File: src/rtl/ssc_pkg.sv
package ssc_pkg;
  localparam int OFF_W    = 12;
  localparam int MAX_CTRL = 8;
  localparam logic [OFF_W-1:0] BANK_BASE = 12'h2A0;

  // Address lies in the 8-word window and is word aligned.
  function automatic logic in_window(input logic [OFF_W-1:0] a);
    return (a[OFF_W-1:5] == BANK_BASE[OFF_W-1:5]) && (a[1:0] == 2'b00);
  endfunction

  function automatic logic [2:0] slot_of(input logic [OFF_W-1:0] a);
    return a[4:2];
  endfunction

  // Status word: flags on top, capability bits at the bottom.
  function automatic logic [31:0] pack_word(input logic st, input logic pd, input logic pe);
    return {st, pd, 26'd0, pe, 2'b00, 1'b1};
  endfunction
endpackage

File: src/rtl/ssc_slot.sv
module ssc_slot #(
  parameter int NUM_CMP = 8
) (
  input  logic               clk,
  input  logic               rst_n,
  input  logic [NUM_CMP-1:0] cmp_match,
  input  logic [NUM_CMP-1:0] sel_mask,
  input  logic               rearm,
  input  logic               paused,
  input  logic               wr_en,
  input  logic               wr_status,
  input  logic               wr_pending,
  output logic               status,
  output logic               pending,
  output logic               fire
);
  logic sel_hit, accept, blocked;
  logic status_nx, pending_nx;

  assign sel_hit = |(cmp_match & sel_mask);
  assign accept  = sel_hit & (rearm | ~status);
  assign blocked = sel_hit & ~accept;

  always_comb begin
    status_nx  = (wr_en ? wr_status  : status)  | accept;
    pending_nx = (wr_en ? wr_pending : pending) | (accept & paused);
  end

  always_ff @(posedge clk or negedge rst_n) begin
    if (!rst_n) begin
      status  <= 1'b0;
      pending <= 1'b0;
      fire    <= 1'b0;
    end else begin
      status  <= status_nx;
      pending <= pending_nx;
      fire    <= accept;
    end
  end

  p_fire_status_r1: assert property (@(posedge clk) disable iff (!rst_n)
    fire |-> status);
  p_status_sticky_r2: assert property (@(posedge clk) disable iff (!rst_n)
    status && !wr_en |=> status);
  p_blocked_silent_r2: assert property (@(posedge clk) disable iff (!rst_n)
    blocked |=> !fire);
  p_rearm_fires_r3: assert property (@(posedge clk) disable iff (!rst_n)
    sel_hit && rearm |=> fire);
  p_pending_set_r4: assert property (@(posedge clk) disable iff (!rst_n)
    accept && paused |=> pending);
endmodule

File: src/rtl/ssc_regif.sv
module ssc_regif
  import ssc_pkg::*;
#(
  parameter int NUM_CTRL = 8
) (
  input  logic             clk,
  input  logic             rst_n,
  input  logic             bus_req,
  input  logic             bus_we,
  input  logic [OFF_W-1:0] bus_addr,
  input  logic [31:0]      bus_wdata,
  input  logic             acc_allowed,
  input  logic             sw_lock,
  input  logic             core_powered,
  input  logic             unit_idle,
  input  logic [31:0]      slot_word [NUM_CTRL],
  output logic [NUM_CTRL-1:0] wr_en,
  output logic             wr_status,
  output logic             wr_pending,
  output logic             rsp_valid,
  output logic             rsp_err,
  output logic [31:0]      rsp_rdata
);
  logic       gate_ok, idx_ok, wr_ok;
  logic [2:0] idx;
  logic [31:0] rd_word;
  logic [29:0] unused_wdata;

  assign unused_wdata = bus_wdata[29:0];
  assign gate_ok  = acc_allowed & ~sw_lock & core_powered;
  assign idx      = slot_of(bus_addr);
  assign idx_ok   = in_window(bus_addr) && (int'(idx) < NUM_CTRL);
  assign wr_ok    = bus_req & bus_we & gate_ok & unit_idle & idx_ok;
  assign wr_status  = bus_wdata[31];
  assign wr_pending = bus_wdata[30];

  always_comb begin
    rd_word = '0;
    for (int i = 0; i < NUM_CTRL; i++) begin
      wr_en[i] = wr_ok && (int'(idx) == i);
      if (idx_ok && int'(idx) == i) rd_word = slot_word[i];
    end
  end

  always_ff @(posedge clk or negedge rst_n) begin
    if (!rst_n) begin
      rsp_valid <= 1'b0;
      rsp_err   <= 1'b0;
      rsp_rdata <= '0;
    end else begin
      rsp_valid <= bus_req;
      rsp_err   <= bus_req & ~gate_ok;
      rsp_rdata <= (bus_req && !bus_we && gate_ok) ? rd_word : '0;
    end
  end

  p_layout_r5: assert property (@(posedge clk) disable iff (!rst_n)
    rsp_valid |-> (rsp_rdata[29:4] == 26'd0) && (rsp_rdata[2:1] == 2'b00));
  p_err_blank_r8: assert property (@(posedge clk) disable iff (!rst_n)
    rsp_valid && rsp_err |-> rsp_rdata == 32'd0);
  p_rsp_follows_req_r6: assert property (@(posedge clk) disable iff (!rst_n)
    bus_req |=> rsp_valid);
endmodule

File: src/rtl/ssc_status_bank.sv
module ssc_status_bank
  import ssc_pkg::*;
#(
  parameter int NUM_CTRL = 8,
  parameter int NUM_CMP  = 8,
  parameter logic [MAX_CTRL-1:0] PE_CAP = 8'hFF
) (
  input  logic                         clk,
  input  logic                         rst_n,
  input  logic [NUM_CMP-1:0]           cmp_match,
  input  logic [NUM_CTRL*NUM_CMP-1:0]  sel_mask,
  input  logic [NUM_CTRL-1:0]          rearm,
  input  logic                         res_paused,
  input  logic                         unit_idle,
  input  logic                         acc_allowed,
  input  logic                         sw_lock,
  input  logic                         core_powered,
  input  logic                         bus_req,
  input  logic                         bus_we,
  input  logic [11:0]                  bus_addr,
  input  logic [31:0]                  bus_wdata,
  output logic                         rsp_valid,
  output logic                         rsp_err,
  output logic [31:0]                  rsp_rdata,
  output logic [NUM_CTRL-1:0]          fire
);
  logic [NUM_CTRL-1:0] wr_en, st_q, pd_q;
  logic                wr_status, wr_pending;
  logic [31:0]         slot_word [NUM_CTRL];

  for (genvar n = 0; n < NUM_CTRL; n++) begin : g_slot
    ssc_slot #(.NUM_CMP(NUM_CMP)) i_slot (
      .clk        (clk),
      .rst_n      (rst_n),
      .cmp_match  (cmp_match),
      .sel_mask   (sel_mask[n*NUM_CMP +: NUM_CMP]),
      .rearm      (rearm[n]),
      .paused     (res_paused),
      .wr_en      (wr_en[n]),
      .wr_status  (wr_status),
      .wr_pending (wr_pending),
      .status     (st_q[n]),
      .pending    (pd_q[n]),
      .fire       (fire[n])
    );
    assign slot_word[n] = pack_word(st_q[n], pd_q[n], PE_CAP[n]);
  end

  ssc_regif #(.NUM_CTRL(NUM_CTRL)) i_regif (
    .clk          (clk),
    .rst_n        (rst_n),
    .bus_req      (bus_req),
    .bus_we       (bus_we),
    .bus_addr     (bus_addr),
    .bus_wdata    (bus_wdata),
    .acc_allowed  (acc_allowed),
    .sw_lock      (sw_lock),
    .core_powered (core_powered),
    .unit_idle    (unit_idle),
    .slot_word    (slot_word),
    .wr_en        (wr_en),
    .wr_status    (wr_status),
    .wr_pending   (wr_pending),
    .rsp_valid    (rsp_valid),
    .rsp_err      (rsp_err),
    .rsp_rdata    (rsp_rdata)
  );

  p_write_gated_r9: assert property (@(posedge clk) disable iff (!rst_n)
    (wr_en != '0) |-> unit_idle && acc_allowed && !sw_lock && core_powered);
endmodule

File: config.mk
export PLATFORM = sky130hd
export DESIGN_NAME = ssc_status_bank
export DESIGN_NICKNAME = d
export VERILOG_FILES = /design/src/rtl/ssc_pkg.sv /design/src/rtl/ssc_slot.sv /design/src/rtl/ssc_regif.sv /design/src/rtl/ssc_status_bank.sv
export SDC_FILE = /design/constraint.sdc
export NUM_CORES = 1
export LEC_CHECK = 0
export ABC_AREA = 1
export BUFFER_PORTS_ARGS = -buffer_cell sky130_fd_sc_hd__buf_4
export CORE_MARGIN = 4
export CORE_UTILIZATION = 43
export DETAILED_ROUTE_END_ITERATION = 12
export PLACE_DENSITY = 0.92
export SLEW_MARGIN = 0
export SYNTH_ARGS = -nofsm -noshare
export SYNTH_HDL_FRONTEND = slang
export SYNTH_SLANG_ARGS = --single-unit
File: constraint.sdc
create_clock -name clk -period 2.8 [get_ports clk]
set_input_delay 0.56 -clock clk [delete_from_list [all_inputs] [get_ports clk]]
set_output_delay 0.56 -clock clk [all_outputs]
set_load 0.01 [all_outputs]
Word level (Yosys, flattened, before mapping)
Cells that the tools add are included.

cells by class
  bitwise operators = 65
  reductions and logical operators = 30
  eq/ne operators = 8
  multiplexer cells = 25

operators by type and width
  cell                number
  $mux 32             9
  $and 8x8->8         8
  $reduce_or 8->1     8
  $or 1x1->1          24
  $and 1x1->1         23
  $logic_and 1x1->1   19
  $mux 1              16
  $eq 3x3->1 const B  4
  $not 1->1           10
  $eq 7x5->1 const B  1
  $eq 3x2->1 const B  2
  $eq 3x1->1 const B  1
  $logic_not 3->1     1
  $logic_not 2->1     1
  $logic_not 1->1     1

storage, ports and cells
  logic and storage cells = 155
  bits in registers = 58
  output and inout port bits = 42

Logic depth before layout (Yosys ltp)
Gate-level depths: netlist of run 1.

  depth after elaboration = 12
  gate-level depth with buffers = 12
  mapped depth without buffers = 12

Hierarchy
Synthesis of run 1 repeated with hierarchy kept, for this count alone.

unflattened totals
  cells, all modules = 855
  area total of the unflattened synthesis = 5097.4 sq um

by module, submodules not included
  module           area an instance (sq um)  instances  cells each  seq. area each (sq um)
  ssc_regif        3648.5                    1          629         850.8
  ssc_slot         180.2                     8          28          75.1
  ssc_status_bank  7.5                       1          2           0.0

Worst setup path before layout of run 1
OpenSTA, ideal clock, no wires.

  path kind = in2reg
  start point = in bus_addr[9]
  end point = reg i_regif.rsp_rdata[30]
  arrival = 1.498 ns
  buffers on the path = 0
  cell stages on the path = 10
  slack = 1.176 ns
  data required time = 2.674 ns
  path through = inv_1 > nor2_2 > nand3_4 > nor2_8 > nand3b_2 > or2_0 > nand2_1 > nand2_1 > nand2_1 > a21oi_2

on the way
  word-level cells in the longest chain between the ends = 12
  elaborated cells between the ends (all ways) = 19

ends and longest elaborated chain
  item                   RTL line               source
  from (decl)            ssc_status_bank.sv:20  input logic [11:0] bus_addr,
  $eq 7x5->1 *           ssc_pkg.sv:8           return (a[OFF_W-1:5] == BANK_BASE[OFF_W-1:5]) && (a[1:0] == 2'b00);
  $logic_and 1x1->1 *    ssc_pkg.sv:8
  $logic_and 1x1->1      ssc_regif.sv:41        if (idx_ok && int'(idx) == i) rd_word = slot_word[i];
  $mux 32 (7 in series)  ssc_regif.sv:41
  $mux 32 *              ssc_regif.sv:41
  $mux 32 *              ssc_regif.sv:53        rsp_rdata <= (bus_req && !bus_we && gate_ok) ? rd_word : '0;
  to (signal assigned)   ssc_regif.sv:53
  to (decl)              ssc_regif.sv:22        output logic [31:0] rsp_rdata

Mark *: on every way between the ends. The rest lies on a longest branch, timed or not.

Worst setup path in the final report of run 1
  start point = in bus_addr[11]
  end point = reg i_regif.rsp_rdata[30]

Same word-level chain as after synthesis.

==> results.yml, run 1 <==
global_routing:
  grt_max_degree: 30
  gr-total-overflow: 0
  grt_pass1_vias: 2419
  track_usage_pct: 20.74
  grt_pass1_wl_um: 10380
  antenna_found_initial: 0
pwr:
  netSwitchingPower_uw: 290.7
  vdd_ir_drop_max_mv: 0.1544
  combPwrFrac_pct: 25.8
  p_int_uw: 737.2
  powerDensity_nw_per_um2: 337.4
  clockPowerShare_pct: 32.1
  cellLeakagePower_uw: 0.001681
  p_sw_share_pct: 28.28
  seq_power_share_pct: 42.0
timing:
  final-max-slew-violation-count: 0
  hold_viol_final: 0
  final.setup.tns_ns: 0
  min_period_over_period_pct: 56.39
  fmax_mhz: 633.3
  setup_violations: 0
  fin_crit_ns: 1.579
  rsz0062_at_grt: "false"
  fin_skew_ns: 0.003565
flow_run:
  drv_cap: 0
status:
  status: "finished, final reports clean"
finish:
  diodes: 0
  nets: 538
  post-route-util_pct: 62.84
  area_delta_synth_final_pct: 37.18
  layout-drive-gt1-share_pct: 36.21
  fin_cells: 473
routing:
  drt_iter0_drc: 216
  avgRoutedWirePerCell_um: 14.09
  m1WireLength_um: 2511
  highest_layer: "met4"
  ant_nets: 0
  vias: 2360
  drtPass1Iterations: 4
  wl_um: 6665
  route.met2.wl_um: 3340
  drc_errors: 0
  via_per_inst: 4.989
  wl_met3_um: 686
setup_path:
  crit_required_ns: 2.97
  endpoint_kind: "register"
  critPathMaxFanout: 8
  crit_chain: "buf_4 > nor2_1 > nand2_1 > nor2_8 > nand3b_2 > or2_0 > nand2_1 > nand2_1 > nand2_1 > a21oi_2"
  slowest_delay_ns: 0.23
  worst-setup-path-type: "in -> reg"
  cp.arrival_ns: 1.75
  crit_slowest_cell: "nor2_8"
  cp-start-kind: "input pin"
  crit_top_cell: "nand2_1"
cts:
  postCtsResizedCells: 0
  cts_tree: "done"
  cts.sinks: 29
  holdBufCountCts: 0
  clockBufferDepth: 2
  cts_root_buffer: "clkbuf_8"
  clk_latency_ns: 0.28
  ctsHtreeMaxLevel: 2
  clk_pin_slew_ns: 0.06
  post_cts_buffers: 0
  cts_inserted_buffers: 5
synthesis:
  avgSynthCellArea_um2: 7.378
  ys_seq_area_share_pct: 32.68
  synth-async-reset-ratio_pct: 100.0
  synth_area_um2: 2221
  synth_edf_count: 0
  syn_inst: 301
  synth_ff_type: "dfrtp_1"
  synth_cell_type_count: 36
  ys_warn_count: 0
  synth-seq-cells: 29
place:
  dp_hpwl_um: 5472
  port_buffers: 116
  place.gp.congestion: 0.9127
  dp.cells: 465
die:
  start_util_pct: 45.81
  die_w_um: 79.87
  die_h_um: 79.87
  io_pins: 175
  num_rows: 25
  coreArea_um2: 4848
  die_area_um2: 6378
worst_hold_path:
  hp-class: "in -> async"
[routing by layer]
metal / track usage (%) / vias up
li1: - / 1135
met1: 23.30 / 1074
met2: 36.73 / 137
met3: 5.418 / 14
met4: 8.953 / 0
met5: 0 / -
[synthesized netlist by cell type, types with 3 or more instances]
| master | n | area share (%) |
|---|---|---|
| nor2_2 | 3 | 0.85 |
| dfrtp_1 | 29 | 33 |
| nand4_1 | 4 | 1.1 |
| nor2_1 | 13 | 2.2 |
| nand2_1 | 84 | 14 |
| a21oi_1 | 8 | 1.8 |
| nor2_4 | 5 | 2.5 |
| nand3_1 | 8 | 1.8 |
| a22o_1 | 5 | 2.0 |
| clkbuf_1 | 8 | 1.4 |
| inv_1 | 31 | 5.2 |
| inv_2 | 6 | 1.0 |
| o21ai_0 | 5 | 1.1 |
| o21ai_1 | 5 | 1.1 |
| buf_4 | 37 | 13 |
| a221oi_1 | 15 | 5.9 |
| o211ai_1 | 10 | 3.4 |
[cells in the final DEF, fill, tap and decap left out, drive strengths merged, types with 5 or more instances in the layout]
cell type / Yosys / layout
o211ai: 10 / 10
inv: 37 / 37
nor2: 22 / 22
nand2: 87 / 87
a22o: 5 / 5
clkbuf: 8 / 6
a21oi: 9 / 9
o21ai: 10 / 10
buf: 38 / 116
conb: 1 / 28
nand3: 11 / 11
dfrtp: 29 / 29
a221oi: 15 / 15
[final timing paths]
kind                                           from                  endpoint  slack, ns  cells after the start
setup / recovery                       bus_addr[11]     i_regif.rsp_rdata[30]       1.22                     10
hold / removal                                rst_n     i_regif.rsp_rdata[31]       0.18                      1
setup reg to reg           g_slot[0].i_slot.pending     i_regif.rsp_rdata[30]       1.59                     10
hold reg to reg            g_slot[0].i_slot.pending  g_slot[0].i_slot.pending       0.51                      2
max in group asynchronous                     rst_n   g_slot[5].i_slot.status       2.34                      1
min in group clk                            bus_req         i_regif.rsp_valid       0.40                      1
[sequential cells by signal (all words and copies together), names as in the netlist]
| signal | flops |
|---|---|
| g_slot.i_slot.fire | 8 |
| g_slot.i_slot.pending | 8 |
| g_slot.i_slot.status | 8 |
| i_regif.rsp_err | 1 |
| i_regif.rsp_rdata | 3 |
| i_regif.rsp_valid | 1 |
[power by group through the flow]
| stage | registers (uW) | logic (uW) | clock network [uW] |
|---|---|---|---|
| 3_3_place_gp | 440 | 258 | 0 |
| 6_report | 432 | 265 | 330 |
| 2_1_floorplan | 440 | 146 | 0 |
| 4_1_cts | 432 | 265 | 340 |
| 5_1_grt | 433 | 291 | 358 |
| 3_5_place_dp | 440 | 264 | 0 |
[through the flow]
step	cell area, um2	power, uW	hold WS, ns	setup WS (ns)
CTS	3047	1037	0.1964	1.235
finish	3047	1028	0.1847	1.221
global route	3047	1082	0.2116	1.058
detailed placement	2964	703.5	0.4910	0.9284
floorplan	2322	585.7	0.2644	1.176
global placement	2964	697.8	0.4781	0.9583
[cells by family after synthesis]
kind of cell           after synthesis  synth area share, %
AND/OR/NAND/NOR                    132                28.90
buffers and inverters               84                20.51
AO/OA/AOI/OAI                       55                17.75
flip-flops                          29                32.68
other                                1               0.1689
[layout make-up]
cell class              instances  area [um2]
inverters                      38       142.6
clock inverters                 2       10.01
flip-flops and latches         29       725.7
well taps                      67       83.83
fillers                       416        1802
multi-input cells             215        1141
clock buffers                   6       72.57
repair buffers                116       870.8
[worst max-delay path, delay by kind of cell]
kind | cells | cell delay, ns
AO/OA/AOI/OAI | 1 | 0.05
AND/OR/NAND/NOR | 8 | 1.03
buffers and inverters | 1 | 0.11
No activity file was read; power rests on OpenSTA's default activity.
==> run 2, diff against run 1 <==
--- a/config.mk
+++ b/config.mk
@@ -8,9 +8,9 @@
 export ABC_AREA = 1
 export BUFFER_PORTS_ARGS = -buffer_cell sky130_fd_sc_hd__buf_4
 export CORE_MARGIN = 4
-export CORE_UTILIZATION = 43
+export CORE_UTILIZATION = 40
 export DETAILED_ROUTE_END_ITERATION = 12
-export PLACE_DENSITY = 0.92
+export PLACE_DENSITY = 0.86
 export SLEW_MARGIN = 0
 export SYNTH_ARGS = -nofsm -noshare
 export SYNTH_HDL_FRONTEND = slang
==> constraint.sdc (replaced) <==
create_clock -name clk -period 1.55 [get_ports clk]
set_input_delay 0.31 -clock clk [delete_from_list [all_inputs] [get_ports clk]]
set_output_delay 0.31 -clock clk [all_outputs]
set_load 0.01 [all_outputs]
==> results.yml, run 2 (synthesis gave the netlist of run 1 again) <==
finish:
  layout_commonest_cell: "buf_4"
  nets: 548
  multi_input_area_um2: 1141
  area_delta_synth_final_pct: 41.01
  diodes: 0
  seq_area_um2: 725.7
  top_regs: "g_slot.i_slot.fire: 8 flops, g_slot.i_slot.pending: 8 flops, g_slot.i_slot.status: 8 flops"
  layout-drive-gt1-share_pct: 37.74
  n_fill_cell: 483
  mostFrequentLayoutCells: "125 x buf_4, 84 x nand2_1, 31 x inv_1"
setup_path:
  endpoint_kind: "register"
  cp.arrival_ns: 1.47
  worst-setup-path-type: "in -> reg"
  crit_top_cell: "nand2_1"
  cp-start-kind: "input pin"
  worst-path-buf-inv: 1
  crit_required_ns: 1.72
  slowest_delay_ns: 0.22
  critPathMaxFanout: 7
  cp_top_family: "simple AND/OR/NAND/NOR gates"
  crit_slowest_cell: "or2_0"
  crit_chain: "buf_4 > nor2_2 > nand3_4 > nor2_8 > nand3b_2 > or2_0 > nand2_1 > nand2_1 > nand2_1 > a21oi_2"
die:
  die_area_um2: 6809
  die_h_um: 82.52
  num_rows: 26
  die_w_um: 82.52
  coreArea_um2: 5238
  start_util_pct: 42.40
  io_pins: 175
timing:
  rsz0062_at_grt: "false"
  setup_violations: 0
  fmax_mhz: 767.2
  min_period_over_period_pct: 84.09
  final.setup.tns_ns: 0
  hold_viol_final: 0
  final-max-slew-violation-count: 0
  fin_skew_ns: 0.005409
  fin_crit_ns: 1.303
global_routing:
  grt_max_degree: 30
  busiest_layer: "met2"
  grt.met1_usage_pct: 22.13
  antenna_found_initial: 0
  use_met2_pct: 35.82
  grt_pass1_wl_um: 10140
  grt_pass1_vias: 2367
  use_met3_pct: 5.640
  gr-total-overflow: 0
  track_usage_pct: 19.73
cts:
  post_cts_buffers: 0
  cts.sinks: 29
  cts_root_buffer: "clkbuf_8"
  postCtsResizedCells: 0
  ctsHtreeMaxLevel: 2
  clk_pin_slew_ns: 0.06
  clockBufferDepth: 2
  cts_inserted_buffers: 5
  clk_latency_ns: 0.29
  cts_tree: "done"
status:
  status: "finished, final reports clean"
routing:
  ant_nets: 0
  drtPass1Iterations: 6
  avgRoutedWirePerCell_um: 13.92
  drt_iter0_drc: 120
  drc_errors: 0
  via_per_inst: 4.914
  wl_um: 6765
  vias: 2388
pwr:
  vdd_ir_drop_max_mv: 0.3516
  total_power_uw: 1875
  powerDensity_nw_per_um2: 598.6
  cellLeakagePower_uw: 0.001727
place:
  dp_hpwl_um: 5661
  port_buffers: 116
  place.gp.congestion: 0.8330
worst_hold_path:
  hp-class: "in -> reg"
flow_run:
  drv_cap: 0
==> run 2: final timing paths <==
| check | startpoint | endpoint | slack, ns | cells past startpoint |
|---|---|---|---|---|
| max | bus_addr[10] | i_regif.rsp_rdata[30] | 0.25 | 10 |
| min | bus_req | i_regif.rsp_valid | 0.15 | 1 |
| max reg2reg | g_slot[0].i_slot.pending | i_regif.rsp_rdata[30] | 0.40 | 10 |
| min reg2reg | g_slot[7].i_slot.pending | g_slot[7].i_slot.pending | 0.49 | 2 |
| max in group asynchronous | rst_n | g_slot[1].i_slot.pending | 0.79 | 2 |
| min in group asynchronous | rst_n | i_regif.rsp_rdata[3] | 0.49 | 2 |
==> run 2: metrics by stage <==
step / utilization, % / hold WS, ns / instance area (um2) / worst slack (ns) / std cells
finish: 59.79 / 0.1523 / 3132 / 0.2466 / 486
global route: 59.79 / 0.1381 / 3132 / 0.1233 / 486
CTS: 59.79 / 0.1483 / 3132 / 0.2502 / 486
detailed placement: 57.96 / 0.2546 / 3035 / -0.05242 / 477
global placement: 57.96 / 0.2504 / 3035 / -0.01351 / 477
floorplan: - / 0.01441 / 2322 / 0.1763 / 328
==> run 2: layout make-up <==
class	count	area share, %
Multi-Input combinational cell	215	36.44
Sequential cell	29	23.17
Inverter	38	4.555
Clock buffer	5	2.197
Clock inverter	3	0.5593
Timing Repair Buffer	126	30.28
Tap cell	70	2.797
==> run 2: metal layers <==
layer | vias to the layer above | part of all wire [%]
met4 | 0 | 1.7
met5 | - | 0
met2 | 140 | 50
met1 | 1076 | 36
met3 | 15 | 12
li1 | 1157 | -
==> run 2: timing repair <==
| item | 4_1_cts | 5_1_grt |
|---|---|---|
| hold endpoints to repair | 29 | 0 |
| hold buffers | 1 | 0 |
| setup endpoints to repair | 0 | 0 |
==> run 2: power breakdown <==
| group | internal [uW] | total, uW | leakage, uW | switching, uW |
|---|---|---|---|---|
| combinational | 251 | 484 | 0.00138 | 233 |
| clock | 309 | 610 | 0.0000439 | 302 |
| sequential | 775 | 780 | 0.000301 | 5.18 |
| total | 1340 | 1870 | 0.00173 | 540 |
